===== src/rtl/rrs_pkg.sv =====
package rrs_pkg;

    typedef enum logic [3:0] {
        ST_IDLE,
        ST_FILL,
        ST_CHECK,
        ST_WAIT,
        ST_DRAIN,
        ST_REFILL,
        ST_TAIL,
        ST_FLUSH,
        ST_FINISH
    } sched_state_t;

    localparam logic DIR_TO_CHAN   = 1'b0;
    localparam logic DIR_FROM_CHAN = 1'b1;

endpackage


===== src/rtl/rrs_cfg_check.sv =====
module rrs_cfg_check #(
    parameter int CH_W       = 8,
    parameter int LEN_W      = 32,
    parameter int DEF_THRESH = 32768
) (
    input  logic [CH_W-1:0]  in_cnt,
    input  logic [CH_W-1:0]  out_cnt,
    input  logic [LEN_W-1:0] total,
    input  logic [LEN_W-1:0] depth,
    input  logic [LEN_W-1:0] thresh_raw,
    output logic [LEN_W-1:0] thresh_eff,
    output logic             cfg_ok
);
    localparam logic [LEN_W-1:0] DEF_Q = LEN_W'(DEF_THRESH);

    logic [LEN_W:0] depth_ext;
    logic [LEN_W:0] twice_q;

    always_comb begin
        thresh_eff = (thresh_raw == '0) ? DEF_Q : thresh_raw;
        depth_ext  = {1'b0, depth};
        twice_q    = {thresh_eff, 1'b0};
        cfg_ok     = (in_cnt != '0) && (out_cnt != '0) &&
                     (depth_ext >= twice_q) && (total >= depth);
    end
endmodule


===== src/rtl/rrs_len_track.sv =====
module rrs_len_track #(
    parameter int LEN_W = 32
) (
    input  logic             clk,
    input  logic             rst_n,
    input  logic             load,
    input  logic             set_fill,
    input  logic             add_round,
    input  logic [LEN_W-1:0] total,
    input  logic [LEN_W-1:0] depth,
    input  logic [LEN_W-1:0] thresh,
    output logic [LEN_W-1:0] remain,
    output logic [LEN_W-1:0] flush_len,
    output logic             more
);
    logic [LEN_W-1:0] sent_q;
    logic [LEN_W-1:0] drained_q;

    always_ff @(posedge clk or negedge rst_n) begin
        if (!rst_n) begin
            sent_q    <= '0;
            drained_q <= '0;
        end else if (load) begin
            sent_q    <= '0;
            drained_q <= '0;
        end else if (set_fill) begin
            sent_q    <= depth;
        end else if (add_round) begin
            sent_q    <= sent_q + thresh;
            drained_q <= drained_q + thresh;
        end
    end

    always_comb begin
        remain    = total - sent_q;
        flush_len = total - drained_q;
        more      = (remain > thresh);
    end
endmodule


===== src/rtl/rrs_chan_seq.sv =====
module rrs_chan_seq #(
    parameter int CH_W = 8
) (
    input  logic            clk,
    input  logic            rst_n,
    input  logic            adv,
    input  logic [CH_W-1:0] count,
    output logic [CH_W-1:0] idx,
    output logic            last
);
    logic [CH_W-1:0] idx_q;

    assign last = (idx_q == (count - CH_W'(1)));
    assign idx  = idx_q;

    always_ff @(posedge clk or negedge rst_n) begin
        if (!rst_n)
            idx_q <= '0;
        else if (adv)
            idx_q <= last ? '0 : idx_q + CH_W'(1);
    end
endmodule


===== src/rtl/rr_xfer_sched.sv =====
module rr_xfer_sched
    import rrs_pkg::*;
#(
    parameter int CH_W       = 8,
    parameter int LEN_W      = 32,
    parameter int DEF_THRESH = 32768
) (
    input  logic             clk,
    input  logic             rst_n,
    input  logic             start,
    input  logic [CH_W-1:0]  cfg_in_cnt,
    input  logic [CH_W-1:0]  cfg_out_cnt,
    input  logic [LEN_W-1:0] cfg_total,
    input  logic [LEN_W-1:0] cfg_depth,
    input  logic [LEN_W-1:0] cfg_thresh,
    input  logic             level_ok,
    output logic             req_valid,
    output logic             req_dir,
    output logic [CH_W-1:0]  req_chan,
    output logic [LEN_W-1:0] req_len,
    input  logic             req_done,
    output logic             busy,
    output logic             done,
    output logic             cfg_err
);
    sched_state_t state_q, state_d;

    logic [CH_W-1:0]  x_q, y_q;
    logic [LEN_W-1:0] tot_q, dep_q, thr_q;
    logic [LEN_W-1:0] thr_eff;
    logic             cfg_ok;
    logic [LEN_W-1:0] remain, flush_len;
    logic             more;
    logic             load, set_fill, add_round;
    logic             issuing, adv, last, phase_end;
    logic [CH_W-1:0]  idx, phase_cnt;
    logic             accept;

    rrs_cfg_check #(
        .CH_W(CH_W), .LEN_W(LEN_W), .DEF_THRESH(DEF_THRESH)
    ) cfg_i (
        .in_cnt(cfg_in_cnt), .out_cnt(cfg_out_cnt), .total(cfg_total),
        .depth(cfg_depth), .thresh_raw(cfg_thresh),
        .thresh_eff(thr_eff), .cfg_ok(cfg_ok)
    );

    rrs_len_track #(.LEN_W(LEN_W)) len_i (
        .clk(clk), .rst_n(rst_n), .load(load), .set_fill(set_fill),
        .add_round(add_round), .total(tot_q), .depth(dep_q), .thresh(thr_q),
        .remain(remain), .flush_len(flush_len), .more(more)
    );

    rrs_chan_seq #(.CH_W(CH_W)) seq_i (
        .clk(clk), .rst_n(rst_n), .adv(adv), .count(phase_cnt),
        .idx(idx), .last(last)
    );

    assign accept    = (state_q == ST_IDLE) && start && cfg_ok;
    assign issuing   = (state_q == ST_FILL)  || (state_q == ST_DRAIN) ||
                       (state_q == ST_REFILL) || (state_q == ST_TAIL) ||
                       (state_q == ST_FLUSH);
    assign adv       = issuing && req_done;
    assign phase_end = adv && last;
    assign phase_cnt = ((state_q == ST_DRAIN) || (state_q == ST_FLUSH)) ? y_q : x_q;

    // state register
    always_ff @(posedge clk or negedge rst_n) begin
        if (!rst_n)
            state_q <= ST_IDLE;
        else
            state_q <= state_d;
    end

    // captured configuration and refusal pulse
    always_ff @(posedge clk or negedge rst_n) begin
        if (!rst_n) begin
            x_q     <= '0;
            y_q     <= '0;
            tot_q   <= '0;
            dep_q   <= '0;
            thr_q   <= '0;
            cfg_err <= 1'b0;
        end else begin
            cfg_err <= (state_q == ST_IDLE) && start && !cfg_ok;
            if (accept) begin
                x_q   <= cfg_in_cnt;
                y_q   <= cfg_out_cnt;
                tot_q <= cfg_total;
                dep_q <= cfg_depth;
                thr_q <= thr_eff;
            end
        end
    end

    // next state and counter control
    always_comb begin
        state_d   = state_q;
        load      = 1'b0;
        set_fill  = 1'b0;
        add_round = 1'b0;
        unique case (state_q)
            ST_IDLE: begin
                if (accept) begin
                    state_d = ST_FILL;
                    load    = 1'b1;
                end
            end
            ST_FILL: begin
                if (phase_end) begin
                    state_d  = ST_CHECK;
                    set_fill = 1'b1;
                end
            end
            ST_CHECK: begin
                if (more)
                    state_d = ST_WAIT;
                else if (remain != '0)
                    state_d = ST_TAIL;
                else
                    state_d = ST_FLUSH;
            end
            ST_WAIT: begin
                if (level_ok)
                    state_d = ST_DRAIN;
            end
            ST_DRAIN: begin
                if (phase_end)
                    state_d = ST_REFILL;
            end
            ST_REFILL: begin
                if (phase_end) begin
                    state_d   = ST_CHECK;
                    add_round = 1'b1;
                end
            end
            ST_TAIL: begin
                if (phase_end)
                    state_d = ST_FLUSH;
            end
            ST_FLUSH: begin
                if (phase_end)
                    state_d = ST_FINISH;
            end
            ST_FINISH: state_d = ST_IDLE;
            default:   state_d = ST_IDLE;
        endcase
    end

    // outputs
    always_comb begin
        req_valid = issuing;
        req_chan  = idx;
        req_dir   = DIR_TO_CHAN;
        req_len   = '0;
        busy      = (state_q != ST_IDLE) && (state_q != ST_FINISH);
        done      = (state_q == ST_FINISH);
        unique case (state_q)
            ST_FILL:   req_len = dep_q;
            ST_DRAIN: begin
                req_dir = DIR_FROM_CHAN;
                req_len = thr_q;
            end
            ST_REFILL: req_len = thr_q;
            ST_TAIL:   req_len = remain;
            ST_FLUSH: begin
                req_dir = DIR_FROM_CHAN;
                req_len = flush_len;
            end
            default: req_len = '0;
        endcase
    end
endmodule


===== config.mk =====
export PLATFORM = sky130hd
export DESIGN_NAME = rr_xfer_sched
export DESIGN_NICKNAME = d
export VERILOG_FILES = /design/src/rtl/rrs_pkg.sv /design/src/rtl/rrs_cfg_check.sv /design/src/rtl/rrs_len_track.sv /design/src/rtl/rrs_chan_seq.sv /design/src/rtl/rr_xfer_sched.sv
export SDC_FILE = /design/constraint.sdc
export NUM_CORES = 1
export LEC_CHECK = 0
export BUFFER_PORTS_ARGS = -buffer_cell sky130_fd_sc_hd__buf_2
export CAP_MARGIN = 15
export CORE_ASPECT_RATIO = 1.25
export CORE_MARGIN = 5
export CORE_UTILIZATION = 25
export CTS_CLUSTER_DIAMETER = 200
export DETAILED_ROUTE_END_ITERATION = 7
export GPL_TIMING_DRIVEN = 0
export PLACE_DENSITY = 0.49
export REMOVE_ABC_BUFFERS = 1
export SETUP_SLACK_MARGIN = 0.05
export SYNTH_ARGS = -nofsm -noshare
export SYNTH_HDL_FRONTEND = slang
export SYNTH_SLANG_ARGS = --single-unit

===== constraint.sdc =====
create_clock -name clk -period 11.3 [get_ports clk]
set_input_delay 0.565 -clock clk [delete_from_list [all_inputs] [get_ports clk]]
set_output_delay 0.565 -clock clk [all_outputs]
set_load 0.01 [all_outputs]

==> reports/results.tsv <==
metric	value	unit
status	finished, final reports clean	
drt wl/cell	21.02	um
FF-to-FF End	state_q[0]	
Crit Path Category	flip-flop to flip-flop	
Worst setup SP type	flip-flop	
Post-CTS Hold Fix Bufs	0	
Slew @ Worst Pin	1217	ps
min Tclk post-route	5569	ps
Final Cycle Share	0.4928	
Critical Path RT	11670	ps
first-pass GRT wire length	103300	um
fraction of registers with async set/reset	1.000	
# rows	108	
HPWL after DPL	55510	um
pin count of the biggest net entering global routing	100	
Worst IR Drop VDD	0.1293	mV
H-tree levels	4	
routability cong.	0.9124	
Die Y	304.5	um
DRC Markers	0	
Critical Path Fanout Max	4	
CTS Buf Count	17	
synthesis warning total	0	
total congestion overflow	0	
Slew headroom	0.1771	
final wirelength	68540	um
DR vias	17010	
Synth Area per Inst	7.906	um^2
RSZ-0062 raised after global routing	false	
worst skew pair latency	500	ps
DRT iter0 DRCs	1355	
worst reg-to-reg path cell count	22	
count of final hold-check violations	0	
endpoints failing setup	0	
cell area after synthesis	17350	um^2
Post-synth top flop	dfrtp_1	
CTS tree	built	
DR pass1 iterations	6	
Bufs on Longest Clock Path	2	
Final WS setup	5731	ps
Post-synth EDFFs	0	
cell area after layout	19950	um^2
post-cts resize count	0	
Fmax	179.6	MHz
Vias per Instance	5.217	
Data arrival, critical path	5940	ps
Yosys reg bits	189	
Fin Setup TNS	0	ps
max-slew violations	0	
Port Buffers	161	
post-place instance area	19310	um^2
setup bufs post-CTS	0	
overall die width	245.6	um
Core Box Area	69190	um^2
CP Capture Type	flip-flop	
clk_skew	14.17	ps
Syn Inst Count	2194	
die area	74780	um^2
RR Startpoint	tot_q[0]	
MaxCap Viol Count	0	
Final nets	2654	
area of the multi-input gates	11580	um^2
Pleak	9.477	nW
ANT nets after route	0	
Initial Utilization	0.2507	
filler cell count	7564	
sequential area share after synthesis	0.2727	
reg-to-reg slack, setup	5730	ps
synth-to-layout area growth	14.99	%
clk slew on worst S/H paths	80	ps
Sink Count	189	
Reg area	4730	um^2
initial antenna violation count	4	
PwrDens	308.3	nW/um^2
GRT Overall Usage	0.1794	
share of cells above drive strength 1	0.1045	
via count of the first global-routing pass	16670	
clock root cell	clkbuf_16	
Synth cell types	88	
num ports	162	
class of the worst hold path	primary input to asynchronous set/reset pin	
pre-CTS WS	5773	ps
==> report_power, final <==
| part | total (W) | internal [W] | switching [W] |
|---|---|---|---|
| sequential | 0.00124 | 0.000903 | 0.000336 |
| combinational | 0.00423 | 0.00165 | 0.00258 |
| clock | 0.000681 | 0.000354 | 0.000327 |
==> cell usage in the layout, fill, tap and decap left out, types with 5 or more instances in the layout <==
| master | netlist | final |
|---|---|---|
| a2111oi_0 | 6 | 6 |
| a211oi_1 | 24 | 24 |
| a21o_1 | 62 | 62 |
| a21oi_1 | 147 | 147 |
| a221o_1 | 7 | 7 |
| a221oi_1 | 11 | 11 |
| a222oi_1 | 22 | 22 |
| a22oi_1 | 13 | 13 |
| a31oi_1 | 20 | 20 |
| a41oi_1 | 6 | 6 |
| and2_1 | 8 | 8 |
| and3_1 | 25 | 23 |
| buf_16 | 0 | 6 |
| buf_2 | 9 | 160 |
| buf_6 | 3 | 6 |
| clkbuf_16 | 0 | 17 |
| dfrtp_1 | 189 | 189 |
| ha_1 | 221 | 221 |
| inv_1 | 195 | 195 |
| mux2i_1 | 10 | 10 |
| nand2_1 | 331 | 330 |
| nand2b_1 | 29 | 29 |
| nand3_1 | 97 | 95 |
| nand4_1 | 24 | 24 |
| nand4b_1 | 5 | 5 |
| nor2_1 | 112 | 110 |
| nor2b_1 | 23 | 23 |
| nor3_1 | 31 | 29 |
| nor4_1 | 22 | 22 |
| o2111ai_1 | 7 | 7 |
| o211ai_1 | 10 | 10 |
| o21a_1 | 17 | 17 |
| o21ai_0 | 159 | 159 |
| o21ai_1 | 48 | 48 |
| o21bai_1 | 10 | 10 |
| o31ai_1 | 12 | 12 |
| or3_1 | 8 | 8 |
| xnor2_1 | 72 | 72 |
| xor2_1 | 47 | 47 |
==> worst max path at each step <==
stage | from | endpoint | slack [ps] | cells after the start
5_1_grt | tot_q[0] | state_q[0] | 5470 | 22
2_1_floorplan | cfg_thresh[6] | len_i.drained_q[13] | 5260 | 11
3_5_place_dp | tot_q[0] | state_q[0] | 5770 | 22
4_1_cts | tot_q[0] | state_q[0] | 5750 | 22
3_3_place_gp | cfg_thresh[24] | len_i.drained_q[13] | 490 | 12
6_report | tot_q[0] | state_q[0] | 5730 | 22
==> cell type report <==
| class | instances | area share |
|---|---|---|
| flip-flops and latches | 189 | 0.2371 |
| clock buffers | 18 | 0.02152 |
| multi-input cells | 1731 | 0.5804 |
| diodes | 1 | 0.0001255 |
| inverters | 196 | 0.03689 |
| clock inverters | 14 | 0.009221 |
| repair buffers | 177 | 0.05608 |
| well taps | 935 | 0.05865 |
==> sequential cells by signal (all words and copies together) (netlist names), 4 cells and up <==
| signal | cells |
|---|---|
| dep_q | 32 |
| len_i.drained_q | 32 |
| len_i.sent_q | 32 |
| thr_q | 32 |
| tot_q | 32 |
| seq_i.idx | 8 |
| x_q | 8 |
| y_q | 8 |
| state_q | 4 |
==> Yosys cell counts (12+ instances only) <==
master | number | area (um^2)
a21oi_1 | 147 | 735.7
nor4_1 | 22 | 137.6
clkbuf_1 | 59 | 221.5
a22oi_1 | 13 | 97.59
dfrtp_1 | 189 | 4730
xnor2_1 | 72 | 630.6
nor3_1 | 31 | 155.2
a31oi_1 | 20 | 125.1
a222oi_1 | 22 | 220.2
a211oi_1 | 24 | 180.2
a21o_1 | 62 | 465.5
nand2_1 | 331 | 1242
nand4_1 | 24 | 150.1
o21ai_1 | 48 | 240.2
o21a_1 | 17 | 127.6
inv_1 | 195 | 732.0
nor2_1 | 112 | 420.4
ha_1 | 221 | 2765
o21ai_0 | 159 | 795.8
nor2b_1 | 23 | 143.9
and3_1 | 25 | 156.4
o31ai_1 | 12 | 90.09
xor2_1 | 47 | 411.6
nand2b_1 | 29 | 181.4
nand3_1 | 97 | 485.5
==> layer usage <==
layer | up-vias | wire length [um] | track usage
li1 | 8090 | - | -
met1 | 8308 | 30830 | 0.2406
met2 | 525 | 32330 | 0.2964
met3 | 87 | 3149 | 0.02594
met4 | 2 | 2216 | 0.06100
met5 | - | 13 | 0
==> worst max-delay path, stage by stage, from the launching register on <==
cell and delay, ps:
dfrtp_1 360, inv_1 130, ha_1 220, inv_1 60
fa_1 430, a21oi_4 190, o2111ai_4 200, a221oi_4 410
o21a_2 300, o21ai_1 220, a31o_1 290, a21o_1 190
a21oi_1 180, xnor2_1 170, ha_1 330, nand4_1 110
nor2_1 170, and3_1 270, nand3_1 240, o21ai_0 210
nand3_1 190, a2111oi_0 450, a21oi_1 110
==> per-stage QoR <==
step | cells | power [W] | util | hold slack (ps)
3_5_place_dp | 3227 | 0.005405 | 0.2792 | 474.3
5_1_grt | 3260 | 0.006670 | 0.2882 | 131.4
4_1_cts | 3259 | 0.006134 | 0.2880 | 105.8
3_3_place_gp | 3212 | 0.005340 | 0.2742 | 466.1
2_1_floorplan | 2116 | 0.004021 | - | 269.4
6_report | 3261 | 0.006148 | 0.2883 | 86.59
==> cell families after synthesis <==
| logic type | share of synthesized area |
|---|---|
| AOI/OAI and AO/OA | 0.2357 |
| xor gates and xnor gates | 0.06009 |
| adders and majority gates | 0.1640 |
| buffers and inverters | 0.06261 |
| DFF | 0.2727 |
| muxes | 0.009017 |
| and+or+nand+nor | 0.1959 |
Note: power is estimated with default switching activity, not from simulation.
